`config.mk`:
```
export PLATFORM = sky130hd
export DESIGN_NAME = kms_scanner
export DESIGN_NICKNAME = d
export VERILOG_FILES = /design/src/rtl/kms_pkg.sv /design/src/rtl/kms_halftick.sv /design/src/rtl/kms_sequencer.sv /design/src/rtl/kms_debounce.sv /design/src/rtl/kms_scanner.sv
export SDC_FILE = /design/constraint.sdc
export NUM_CORES = 1
export LEC_CHECK = 0
export BUFFER_PORTS_ARGS = -buffer_cell sky130_fd_sc_hd__buf_2
export CORE_ASPECT_RATIO = 1.2
export CORE_MARGIN = 2
export CORE_UTILIZATION = 50
export CTS_BUF_LIST = sky130_fd_sc_hd__clkbuf_4 sky130_fd_sc_hd__clkbuf_8
export DETAILED_ROUTE_END_ITERATION = 16
export GPL_TIMING_DRIVEN = 0
export PLACE_DENSITY = 0.69
export SYNTH_ARGS = -nofsm -noshare
export SYNTH_HDL_FRONTEND = slang
export SYNTH_HIERARCHICAL = 1
export SYNTH_SLANG_ARGS = --single-unit
```
`constraint.sdc`:
```
create_clock -name clk -period 7.7 [get_ports clk]
set_input_delay 1.54 -clock clk [delete_from_list [all_inputs] [get_ports clk]]
set_output_delay 1.54 -clock clk [all_outputs]
set_load 0.03 [all_outputs]
```
`src/rtl/kms_pkg.sv`:
```
package kms_pkg;

   typedef enum logic [1:0] {
      KS_IDLE  = 2'd0,
      KS_DRIVE = 2'd1,
      KS_LATCH = 2'd2,
      KS_SENSE = 2'd3
   } kms_phase_e;

   function automatic int kms_max(input int a, input int b);
      return (a > b) ? a : b;
   endfunction

endpackage

```
`src/rtl/kms_halftick.sv`:
```
module kms_halftick #(
   parameter int DIV_W = 4
) (
   input  logic             clk,
   input  logic             rst_n,
   input  logic             run_i,
   input  logic [DIV_W-1:0] div_i,
   output logic             step_o
);
   localparam int CNT_W = DIV_W + 1;

   logic [CNT_W-1:0] cnt_q;
   logic [CNT_W-1:0] limit;

   // half period is div_i + 2 cycles, so the count runs 0 .. div_i + 1
   assign limit  = {1'b0, div_i} + CNT_W'(1);
   assign step_o = run_i && (cnt_q == limit);

   always_ff @(posedge clk) begin
      if (!rst_n)                cnt_q <= '0;
      else if (!run_i || step_o) cnt_q <= '0;
      else                       cnt_q <= cnt_q + CNT_W'(1);
   end

endmodule

```
`src/rtl/kms_sequencer.sv`:
```
module kms_sequencer
   import kms_pkg::*;
#(
   parameter int ROWS = 8,
   parameter int COLS = 8
) (
   input  logic                     clk,
   input  logic                     rst_n,
   input  logic                     wake_i,
   input  logic                     step_i,
   input  logic                     ser_dat_i,
   output logic                     run_o,
   output logic                     ser_clk_o,
   output logic                     ser_dat_o,
   output logic                     strobe_o,
   output logic                     row_done_o,
   output logic [$clog2(ROWS)-1:0]  row_idx_o,
   output logic [COLS-1:0]          sense_o,
   output logic                     scan_done_o,
   output logic                     scan_last_o
);
   localparam int RW = $clog2(ROWS);
   localparam int PW = $clog2(ROWS + 1);
   localparam int BW = $clog2(kms_max(ROWS, COLS));
   localparam logic [BW-1:0] WR_LAST   = BW'(ROWS - 1);
   localparam logic [BW-1:0] RD_LAST   = BW'(COLS - 1);
   localparam logic [PW-1:0] PASS_ZERO = PW'(ROWS);

   kms_phase_e      phase_q;
   logic [PW-1:0]   pass_q;
   logic [BW-1:0]   bit_q;
   logic            half_q;
   logic [COLS-1:0] sh_q;
   logic [RW-1:0]   row_q;
   logic            row_done_q, scan_done_q, scan_last_q;

   always_ff @(posedge clk) begin
      if (!rst_n) begin
         phase_q     <= KS_IDLE;
         pass_q      <= '0;
         bit_q       <= '0;
         half_q      <= 1'b0;
         sh_q        <= '0;
         row_q       <= '0;
         row_done_q  <= 1'b0;
         scan_done_q <= 1'b0;
         scan_last_q <= 1'b0;
      end else begin
         row_done_q  <= 1'b0;
         scan_done_q <= 1'b0;
         unique case (phase_q)
            KS_IDLE: begin
               if (wake_i) begin
                  phase_q <= KS_DRIVE;
                  pass_q  <= '0;
                  bit_q   <= '0;
                  half_q  <= 1'b0;
               end
            end
            KS_DRIVE: begin
               if (step_i) begin
                  if (!half_q) half_q <= 1'b1;
                  else begin
                     half_q <= 1'b0;
                     if (bit_q == WR_LAST) begin
                        phase_q <= KS_LATCH;
                        bit_q   <= '0;
                     end else bit_q <= bit_q + BW'(1);
                  end
               end
            end
            KS_LATCH: begin
               if (step_i) begin
                  half_q <= 1'b0;
                  bit_q  <= '0;
                  if (pass_q == PASS_ZERO) begin
                     scan_done_q <= 1'b1;
                     scan_last_q <= !wake_i;
                     pass_q      <= '0;
                     phase_q     <= wake_i ? KS_DRIVE : KS_IDLE;
                  end else phase_q <= KS_SENSE;
               end
            end
            KS_SENSE: begin
               if (step_i) begin
                  if (!half_q) begin
                     sh_q   <= {sh_q[COLS-2:0], ser_dat_i};
                     half_q <= 1'b1;
                  end else begin
                     half_q <= 1'b0;
                     if (bit_q == RD_LAST) begin
                        row_done_q <= 1'b1;
                        row_q      <= pass_q[RW-1:0];
                        pass_q     <= pass_q + PW'(1);
                        bit_q      <= '0;
                        phase_q    <= KS_DRIVE;
                     end else bit_q <= bit_q + BW'(1);
                  end
               end
            end
            default: phase_q <= KS_IDLE;
         endcase
      end
   end

   assign run_o       = (phase_q != KS_IDLE);
   assign ser_clk_o   = half_q;
   assign strobe_o    = (phase_q == KS_DRIVE);
   // bit sent at step b belongs to line ROWS-1-b; the zero pass never matches
   assign ser_dat_o   = (phase_q == KS_DRIVE) &&
                        (int'(pass_q) + int'(bit_q) == ROWS - 1);
   assign row_done_o  = row_done_q;
   assign row_idx_o   = row_q;
   assign sense_o     = sh_q;
   assign scan_done_o = scan_done_q;
   assign scan_last_o = scan_last_q;

   assert_idle_quiet_R1: assert property (@(posedge clk) disable iff (!rst_n)
      (phase_q == KS_IDLE) |-> (!ser_clk_o && !strobe_o && !ser_dat_o));

   assert_clk_min_width_R6: assert property (@(posedge clk) disable iff (!rst_n)
      (ser_clk_o != $past(ser_clk_o)) |-> ($past(ser_clk_o, 1) == $past(ser_clk_o, 2)));

   assert_strobe_clk_low_R7: assert property (@(posedge clk) disable iff (!rst_n)
      (strobe_o != $past(strobe_o)) |-> !ser_clk_o);

endmodule

```
`src/rtl/kms_debounce.sv`:
```
module kms_debounce #(
   parameter int ROWS = 8,
   parameter int COLS = 8
) (
   input  logic                                  clk,
   input  logic                                  rst_n,
   input  logic                                  row_done_i,
   input  logic [$clog2(ROWS)-1:0]               row_idx_i,
   input  logic [COLS-1:0]                       sense_i,
   input  logic                                  scan_done_i,
   input  logic                                  scan_last_i,
   output logic [$clog2(ROWS)+$clog2(COLS)-1:0]  key_code_o,
   output logic                                  key_valid_o
);
   localparam int CW     = $clog2(COLS);
   localparam int CODE_W = $clog2(ROWS) + CW;

   logic [CW-1:0]     low_col;
   logic [CODE_W-1:0] cand_q, prev_q;
   logic              cand_v_q, prev_v_q, rep_q;
   logic              same;

   // lowest pressed column wins inside a row
   always_comb begin
      low_col = '0;
      for (int i = COLS - 1; i >= 0; i--)
         if (sense_i[i]) low_col = CW'(i);
   end

   assign same = cand_v_q && prev_v_q && (cand_q == prev_q);

   always_ff @(posedge clk) begin
      if (!rst_n) begin
         cand_q      <= '0;
         prev_q      <= '0;
         cand_v_q    <= 1'b0;
         prev_v_q    <= 1'b0;
         rep_q       <= 1'b0;
         key_code_o  <= '0;
         key_valid_o <= 1'b0;
      end else begin
         key_valid_o <= 1'b0;
         // rows arrive in ascending order: first hit is the smallest code
         if (row_done_i && !cand_v_q && (|sense_i)) begin
            cand_q   <= {row_idx_i, low_col};
            cand_v_q <= 1'b1;
         end
         if (scan_done_i) begin
            if (same && !rep_q) begin
               key_valid_o <= 1'b1;
               key_code_o  <= cand_q;
            end
            cand_v_q <= 1'b0;
            if (scan_last_i) begin
               prev_v_q <= 1'b0;
               rep_q    <= 1'b0;
            end else begin
               prev_q   <= cand_q;
               prev_v_q <= cand_v_q;
               rep_q    <= same;
            end
         end
      end
   end

   assert_single_pulse_R10: assert property (@(posedge clk) disable iff (!rst_n)
      key_valid_o |=> !key_valid_o);

endmodule

```
`src/rtl/kms_scanner.sv`:
```
module kms_scanner #(
   parameter int ROWS   = 8,
   parameter int COLS   = 8,
   parameter int DIV_W  = 4,
   localparam int CODE_W = $clog2(ROWS) + $clog2(COLS)
) (
   input  logic              clk,
   input  logic              rst_n,
   input  logic              wake_i,
   input  logic [DIV_W-1:0]  div_i,
   output logic              ser_clk_o,
   output logic              ser_dat_o,
   output logic              strobe_o,
   input  logic              ser_dat_i,
   output logic [CODE_W-1:0] key_code_o,
   output logic              key_valid_o
);
   localparam int RW = $clog2(ROWS);

   generate
      if (ROWS < 2 || COLS < 2) begin : g_bad_dims
         $error("kms_scanner: ROWS and COLS must be at least 2");
      end
      if (DIV_W < 1) begin : g_bad_div
         $error("kms_scanner: DIV_W must be at least 1");
      end
   endgenerate

   logic            run, step;
   logic            row_done, scan_done, scan_last;
   logic [RW-1:0]   row_idx;
   logic [COLS-1:0] sense;

   kms_halftick #(.DIV_W(DIV_W)) u_tick (
      .clk    (clk),
      .rst_n  (rst_n),
      .run_i  (run),
      .div_i  (div_i),
      .step_o (step)
   );

   kms_sequencer #(.ROWS(ROWS), .COLS(COLS)) u_seq (
      .clk         (clk),
      .rst_n       (rst_n),
      .wake_i      (wake_i),
      .step_i      (step),
      .ser_dat_i   (ser_dat_i),
      .run_o       (run),
      .ser_clk_o   (ser_clk_o),
      .ser_dat_o   (ser_dat_o),
      .strobe_o    (strobe_o),
      .row_done_o  (row_done),
      .row_idx_o   (row_idx),
      .sense_o     (sense),
      .scan_done_o (scan_done),
      .scan_last_o (scan_last)
   );

   kms_debounce #(.ROWS(ROWS), .COLS(COLS)) u_deb (
      .clk         (clk),
      .rst_n       (rst_n),
      .row_done_i  (row_done),
      .row_idx_i   (row_idx),
      .sense_i     (sense),
      .scan_done_i (scan_done),
      .scan_last_i (scan_last),
      .key_code_o  (key_code_o),
      .key_valid_o (key_valid_o)
   );

   assert_read_data_low_R4: assert property (@(posedge clk) disable iff (!rst_n)
      !strobe_o |-> !ser_dat_o);

endmodule

```
Yosys cells after proc, flatten, opt, wreduce, memory -nomap -nowiden
Cells that the tools add are included.
- register bits after elaboration: 51
- input bits: 8
- output and inout port bits: 10
- word-level logic and storage cells: 117
- $add $sub $neg: 5
- eq/ne operators: 19
- muxes and demuxes: 42
- bitwise gates (word level): 3
- reductions and logical operators: 31
- operator list (cell ; count):
    two-way mux 3 bit ; 13
    equality test 32 x 4 -> 1 bit (second input constant) ; 1
    two-way mux 4 bit ; 6
    two-way mux 2 bit ; 9
    != test 2 x 1 -> 1 bit (second input constant) ; 8
    one-hot mux 4 bit (3 select lines) ; 1
    AND reduction 3 bit ; 4
    AND reduction 4 bit ; 3
    two-way mux 1 bit ; 10
    one-hot mux 3 bit (3 select lines) ; 1
    one-hot mux 2 bit (4 select lines) ; 1
    AND reduction 8 bit ; 1
    OR reduction 8 bit ; 1
    logical AND 1 bit ; 7
    AND reduction 7 bit ; 1
    equality test 6 bit ; 1
    != test 2 bit (second input constant) ; 3
    AND reduction 2 bit ; 3
    OR reduction 2 bit ; 3
    adder 4 x 1 -> 5 bit (second input constant) ; 1
    adder 4 x 3 -> 5 bit ; 1
    adder 5 x 1 -> 5 bit (second input constant) ; 1
    equality test 5 bit ; 1
    adder 4 x 1 -> 4 bit (second input constant) ; 1
    other kinds (12) ; 18

Logic depth before layout (Yosys ltp)
Gate-level depths: netlist of the first run.
- depth after elaboration: 8
- mapped depth: 10
- gate-level depth less buffers: 9

Hierarchy
The synthesis of the first run kept the hierarchy.
- by module, submodules not included (module ; times used ; cells an instance ; area each (µm²) ; seq. area each (µm²)):
    kms_sequencer ; 1 ; 140 ; 1320.0 ; 480.5
    kms_debounce ; 1 ; 110 ; 978.4 ; 440.4
    kms_halftick ; 1 ; 31 ; 296.5 ; 100.1

Worst setup path before layout of the first run
Ideal clock, no wire load.
- kind: flip-flop to output port
- from: register u_seq.pass_q[0]
- to: output ser_dat_o
- data arrival time: 2.207 ns
- data required time: 6.160 ns
- setup slack: 3.953 ns
- stages on the path, launching flop included: 6
- path buffers: 0
- cells stage by stage: dfxtp_1 > ha_1 > inv_1 > fa_1 > or4b_1 > nor3_1
- longest elaborated chain between the ends: 3
- RTL lines (what ; RTL line ; text):
    from (decl) ; kms_sequencer.sv:30 ; logic [PW-1:0] pass_q;
    from (signal assigned) ; kms_sequencer.sv:94 ; pass_q <= pass_q + PW'(1);
    adder 4 x 3 -> 5 bit ; kms_sequencer.sv:111 ; (int'(pass_q) + int'(bit_q) == ROWS - 1);
    equality test 32 x 4 -> 1 bit ; kms_sequencer.sv:111 ;
    logical AND 1 bit ; kms_sequencer.sv:110 ; assign ser_dat_o = (phase_q == KS_DRIVE) &&
    to (decl) ; kms_scanner.sv:12 ; output logic ser_dat_o,
Every way passes these cells.

Worst setup path after layout of the first run
Same ends and word-level chain as after synthesis.

==> impl_metrics.py, run 1 <==
metrics = {
    "grt": {
        "overflow": 0,
        "grt_max_degree": 16,
        "grt_pass1_wl_um": 8160,
        "grt.busiest_layer": "met2",
        "grt_pass1_vias": 1911,
        "met1_usage_pct": 20.2,
        "met3_usage_pct": 4.13,
        "grtUsageTotal_pct": 16.9,
        "antenna_found_initial": 0,
        "met2_usage_pct": 29.8,
    },
    "worst_setup_path": {
        "cp-start-kind": "register",
        "r2r_end": "u_seq/pass_q[3]",
        "critPathSlowestCell": "or4b_1",
        "path_max_fanout": 6,
        "rrSetupSlack_ns": 5.23,
        "crit_chain": "ha_1 -> inv_1 -> fa_1 -> or4b_1 -> nor3_1 -> buf_2",
        "worstSetupPathType": "reg2out",
        "path_delay_family": "simple AND/OR/NAND/NOR gates",
        "end_kind": "output pin",
        "critPathLaunch": "u_seq/pass_q[0]",
        "r2r_cells": 9,
        "critPathMaxStageDelay_ns": 0.47,
        "cp.arrival_ns": 2.31,
        "critical_path_buf_inv_count": 2,
        "worstPathRequired_ns": 6.16,
        "r2r_start": "u_tick/cnt_q[2]",
    },
    "sta": {
        "setup_slack_ns": 3.85,
        "fin_crit_sh_pct": 50.0,
        "setup_viol": 0,
        "rsz0062_at_grt": "false",
        "max_freq_mhz": 260,
        "tightest_slew_ns": 0.673,
        "hold_viol": 0,
        "fin_tns_setup_ns": 0,
        "clock_skew_ns": 0.00611,
        "relSlewSlack_pct": 55.2,
        "finalMaxSlewViolations": 0,
        "min_period_ns": 3.85,
    },
    "drt": {
        "remaining_drc_errors": 0,
        "drt_iter0_markers": 82,
        "ant_nets": 0,
        "drt-pass1-iter-count": 4,
        "vias": 1984,
        "wl_per_cell_um": 12.7,
        "wl_um": 4660,
        "viasPerCell": 5.42,
    },
    "clocking": {
        "cts.htree.levels": 2,
        "post_cts_buffers": 0,
        "cts_tree": "built",
        "cts_hold_buffers": 0,
        "clock_sinks": 51,
        "clockRootBuffer": "clkbuf_8",
        "numCtsBuffers": 5,
        "cts_resized": 0,
        "clkSlewWorstSetupHoldPaths_ns": 0.09,
        "clock_latency_ns": 0.30,
        "clockBufferDepth": 2,
    },
    "synthesis": {
        "synth_ff_type": "dfxtp_1",
        "synth_edf_count": 0,
        "synth-seq-cells": 51,
        "postSynthAreaPerCell_um2": 9.23,
        "synth.yosys.warnings": 6,
        "ys_seq_area_share_pct": 39.3,
        "synthesis.area_um2": 2590,
        "yosysUniqueCellTypes": 52,
        "synth_fp_nets": 303,
        "syn-instance-count": 281,
        "ys_async_sr_fraction_pct": 0,
    },
    "floorplanning": {
        "die_area_um2": 5780,
        "rows": 28,
        "core-area_um2": 4970,
        "io_pins": 18,
        "die_y_um": 82.9,
        "dieWidth_um": 69.8,
        "start_util_pct": 52.2,
    },
    "worst_hold_path": {
        "min_path_type": "reg2reg",
        "hp-start": "u_deb/key_code_o[4]",
        "hold_path_end": "u_deb/key_code_o[4]",
        "min_path_cells": 2,
    },
    "cells_and_area": {
        "final_util_pct": 57.7,
        "drive_gt1_share_pct": 11.1,
        "final_cell_mix": "dfxtp_1, nand2_1, mux2i_1",
        "final_common_cell": "dfxtp_1",
        "antenna-diode-count": 0,
        "nNetsFinal": 327,
        "layout.cells.non_filler": 366,
        "fill_cells": 457,
        "synthToLayoutAreaGrowth_pct": 10.7,
    },
    "place": {
        "dpl.cell_count": 358,
        "gp_congestion": 0.817,
        "dp_hpwl_um": 3490,
        "pre_cts_ws_ns": 3.75,
        "io_buffers": 17,
    },
    "power": {
        "ir_worst_vdd_mv": 0.167,
        "powerDensity_nw_per_um2": 199,
        "p_leak_nw": 1.26,
        "p_total_mw": 0.572,
    },
    "run": {
        "max-cap-violations": 0,
    },
    "run_status": {
        "status": "complete, no violations",
    },
}
-- power breakdown --
part	internal [mW]	switching (mW)	leakage [nW]	total, mW
logic	0.0407	0.0628	0.790	0.104
clock network	0.105	0.0878	0.0612	0.193
registers	0.270	0.00601	0.411	0.276
-- cell usage after synthesis (all sizes together), types with 2 or more instances --
| cell type | instances | area share, % |
|---|---|---|
| nor2 | 20 | 2.9 |
| inv | 14 | 2.0 |
| o21ai | 2 | 0.39 |
| nor4 | 3 | 0.72 |
| or4 | 2 | 0.58 |
| nor3 | 8 | 1.5 |
| a21oi | 11 | 2.1 |
| dfxtp | 51 | 39 |
| buf | 5 | 1.4 |
| a21boi | 8 | 2.3 |
| nand2b | 7 | 1.7 |
| nand3 | 9 | 1.7 |
| o21a | 3 | 0.87 |
| nand3b | 5 | 1.4 |
| xnor2 | 10 | 3.4 |
| xor2 | 6 | 2.0 |
| and3 | 4 | 0.96 |
| ha | 13 | 6.3 |
| o31ai | 2 | 0.58 |
| nor2b | 11 | 2.7 |
| and2 | 2 | 0.48 |
| nand2 | 26 | 3.8 |
| clkbuf | 6 | 0.87 |
| nand4 | 4 | 1.2 |
| o2111a | 3 | 1.3 |
| mux2i | 24 | 9.3 |
-- worst max path at each step --
stage | to | slack [ns] | cells past startpoint
5_1_grt | ser_dat_o | 3.63 | 6
3_5_place_dp | u_seq/pass_q[3] | 3.75 | 11
3_3_place_gp | u_seq/pass_q[3] | 3.73 | 11
4_1_cts | ser_dat_o | 3.83 | 6
2_1_floorplan | ser_dat_o | 3.95 | 5
6_report | ser_dat_o | 3.85 | 6
-- per-stage QoR --
step / hold slack, ns / area [um^2]
global placement: 0.443 / 2760
finish: 0.457 / 2870
detailed placement: 0.448 / 2760
global route: 0.478 / 2870
CTS: 0.461 / 2870
floorplan: 0.421 / 2590
-- kinds of logic after synthesis --
kind of cell / Yosys count / share of synthesized area (%)
mux: 24 / 9.26
compound gates: 42 / 12.2
simple gates: 109 / 22.4
xor+xnor: 16 / 5.40
flops: 51 / 39.3
buf+inv: 25 / 4.29
fa+ha+maj: 14 / 7.04
-- registers in the layout, summed over array words and instances (netlist names), 2 cells and up --
name,flops
u_seq/sense_o,8
u_deb/cand_q,6
u_deb/key_code_o,6
u_deb/prev_q,6
u_tick/cnt_q,5
u_seq/pass_q,4
u_seq/bit_q,3
u_seq/row_idx_o,3
u_seq/phase_q,2
-- routing by layer --
layer	share of wire [%]	wire, um	vias up
met1	47	2170	922
met2	50	2310	26
met3	3.0	139	4
met4	0.82	38	0
met5	0	0	-
li1	-	-	1032
-- tightest hold or removal path: stages (launching register included) --
cell	delay [ns]
dfxtp_1	0.32
nand2_1	0.05
mux2i_1	0.05
-- final cells by class --
type / count / area [um^2] / area share [%]
Tap cell: 60 / 75.1 / 2.61
Clock buffer: 6 / 82.6 / 2.87
Inverter: 14 / 52.6 / 1.83
Clock inverter: 2 / 35.0 / 1.22
Multi-Input combinational cell: 205 / 1460 / 50.9
Buffer: 11 / 58.8 / 2.05
Timing Repair Buffer: 17 / 85.1 / 2.96
Sequential cell: 51 / 1020 / 35.5
Note: power is estimated with default switching activity, not from simulation.
==> run 2, diff against run 1 <==
--- a/config.mk
+++ b/config.mk
@@ -5,6 +5,7 @@
 export SDC_FILE = /design/constraint.sdc
 export NUM_CORES = 1
 export LEC_CHECK = 0
+export ABC_AREA = 1
 export BUFFER_PORTS_ARGS = -buffer_cell sky130_fd_sc_hd__buf_2
 export CORE_ASPECT_RATIO = 1.2
 export CORE_MARGIN = 2
==> constraint.sdc (replaced) <==
create_clock -name clk -period 3.75 [get_ports clk]
set_input_delay 0.75 -clock clk [delete_from_list [all_inputs] [get_ports clk]]
set_output_delay 0.75 -clock clk [all_outputs]
set_load 0.03 [all_outputs]
==> run 2 against run 1 <==
  * Wire length increased by 11%
  * Combinational power grew to 4.7 times the previous value
  * Total power increased to 2.6 times the previous value
  * Area after synthesis increased by 4.7%
==> impl_metrics.py, run 2 <==
metrics = {
    "run_status": {
        "status": "complete, no violations",
    },
    "sta": {
        "setup_viol": 0,
        "fin_tns_setup_ns": 0,
        "rsz0062_at_grt": "false",
        "relSlewSlack_pct": 66.8,
        "finalMaxSlewViolations": 0,
        "min_period_ns": 2.70,
        "tightest_slew_ns": 0.493,
        "hold-worst-slack_ns": 0.413,
        "max_freq_mhz": 371,
        "hold_viol": 0,
        "setup_slack_ns": 1.05,
        "fin_crit_sh_pct": 71.9,
        "clock_skew_ns": 0.00817,
    },
    "worst_setup_path": {
        "worstSetupPathType": "reg2out",
        "r2r_cells": 12,
        "rrSetupSlack_ns": 1.67,
        "setup.worst_path.end": "ser_dat_o",
        "r2r_start": "u_tick/cnt_q[0]",
        "cp.arrival_ns": 1.95,
        "cp-start-kind": "register",
        "critPathLaunch": "u_seq/pass_q[0]",
        "path_max_fanout": 6,
        "end_kind": "output pin",
        "worstPathRequired_ns": 3.00,
        "r2r_end": "u_seq/sense_o[3]",
    },
    "grt": {
        "met1_usage_pct": 22.3,
        "met2_usage_pct": 33.8,
        "grt_max_degree": 16,
        "antenna_found_initial": 0,
        "met3_usage_pct": 3.96,
        "grt_pass1_vias": 2252,
        "grt_pass1_wl_um": 9390,
        "overflow": 0,
        "grtUsageTotal_pct": 18.9,
        "grt.busiest_layer": "met2",
    },
    "floorplanning": {
        "dieWidth_um": 71.3,
        "io_pins": 18,
        "core-area_um2": 5260,
        "start_util_pct": 51.7,
        "die_area_um2": 6040,
        "rows": 29,
        "die_y_um": 84.8,
    },
    "synthesis": {
        "synth_area_leader_cell": "dfxtp_1",
        "yosysMostFrequentCell": "nand2_1",
        "synth_top_area_share_pct": 37.6,
        "synthesis.area_um2": 2720,
        "ys_async_sr_fraction_pct": 0,
        "yosys-top-cells-count": "nand2_1, nor2_1, inv_1",
        "postSynthAreaPerCell_um2": 6.83,
        "syn-instance-count": 398,
        "ys_seq_area_share_pct": 37.6,
        "synth_fp_nets": 420,
        "synth_area_leaders": "dfxtp_1, nand2_1, nor2_1, inv_1, ha_1",
        "yosysUniqueCellTypes": 33,
        "synth_ff_type": "dfxtp_1",
        "synth_edf_count": 0,
        "synth-seq-cells": 51,
        "synth.yosys.warnings": 6,
    },
    "cells_and_area": {
        "drive_gt1_share_pct": 12.6,
        "nNetsFinal": 444,
        "final_common_cell": "nand2_1",
        "largest_reg_flops": 8,
        "final_cell_mix": "nand2_1, nor2_1, inv_1",
        "synthToLayoutAreaGrowth_pct": 9.90,
        "antenna-diode-count": 0,
        "regArea_um2": 1020,
        "final_util_pct": 56.8,
        "multiInputGateArea_um2": 1410,
        "fill_cells": 519,
    },
    "place": {
        "io_buffers": 17,
        "pre_cts_ws_ns": 0.894,
        "dp_hpwl_um": 4010,
        "gp_congestion": 0.845,
    },
    "drt": {
        "drt-pass1-iter-count": 4,
        "wl_um": 5160,
        "vias": 2384,
        "viasPerCell": 4.93,
        "drt_iter0_markers": 129,
        "ant_nets": 0,
        "wl_per_cell_um": 10.7,
        "remaining_drc_errors": 0,
    },
    "run": {
        "max-cap-violations": 0,
    },
    "clocking": {
        "clock_sinks": 51,
        "numCtsBuffers": 5,
        "clockRootBuffer": "clkbuf_8",
        "post_cts_buffers": 0,
        "cts_tree": "built",
        "clkSlewWorstSetupHoldPaths_ns": 0.09,
        "clockBufferDepth": 2,
        "cts_resized": 0,
        "cts_hold_buffers": 0,
        "clock_latency_ns": 0.30,
        "cts.htree.levels": 2,
    },
    "power": {
        "p_leak_nw": 1.35,
        "powerDensity_nw_per_um2": 499,
        "ir_worst_vdd_mv": 0.381,
    },
    "worst_hold_path": {
        "min_path_type": "reg2reg",
    },
}
[run 2: worst min-delay path by stage]
stage                      startpoint              to  slack [ns]  cells after the start
global placement    u_seq/scan_done_o  u_deb/cand_v_q        0.41                      1
floorplan           u_seq/scan_done_o  u_deb/cand_v_q        0.39                      1
detailed placement  u_seq/scan_done_o  u_deb/cand_v_q        0.41                      1
finish              u_seq/scan_done_o  u_deb/cand_v_q        0.41                      1
global route        u_seq/scan_done_o  u_deb/cand_v_q        0.46                      1
CTS                 u_seq/scan_done_o  u_deb/cand_v_q        0.42                      1
[run 2: cell type report]
cell class	instances	area share [%]
Multi-Input combinational cell	281	47.3
Clock buffer	5	2.30
Inverter	58	7.83
Tap cell	62	2.60
Sequential cell	51	34.2
Buffer	8	1.63
Timing Repair Buffer	17	2.85
Clock inverter	2	1.26
[run 2: worst max-delay path, cell delays in order (launching register included)]
cell and delay, ns:
dfxtp_1 0.44, ha_1 0.20, inv_1 0.06, fa_1 0.42, nor2_1 0.10, nand4_1 0.11
a21oi_1 0.12, buf_2 0.20
[run 2: power breakdown]
part | internal, mW | leakage, nW | switching [mW] | total (mW)
sequential | 0.580 | 0.412 | 0.0455 | 0.626
combinational | 0.162 | 0.892 | 0.331 | 0.493
clock | 0.195 | 0.0502 | 0.176 | 0.371
[run 2: per-stage QoR]
step / instances / power [mW] / cell area (um^2)
5_1_grt: 484 / 1.60 / 2990
2_1_floorplan: 398 / 1.03 / 2720
6_report: 484 / 1.49 / 2990
4_1_cts: 484 / 1.50 / 2990
3_5_place_dp: 477 / 1.13 / 2880
3_3_place_gp: 477 / 1.11 / 2880
[run 2: cells by family after synthesis]
group | Yosys count | share of synthesized area (%)
flip-flops | 51 | 37.6
adder cells (fa/ha/maj) | 14 | 6.72
AO/OA/AOI/OAI | 60 | 12.0
AND/OR/NAND/NOR | 203 | 32.0
XOR/XNOR | 4 | 1.29
buffers and inverters | 66 | 10.4
[run 2: routing by layer]
metal,routed length (um),vias to the layer above
li1,-,1293
met1,2360,1042
met2,2530,41
met3,173,8
met4,90,0
met5,0,-
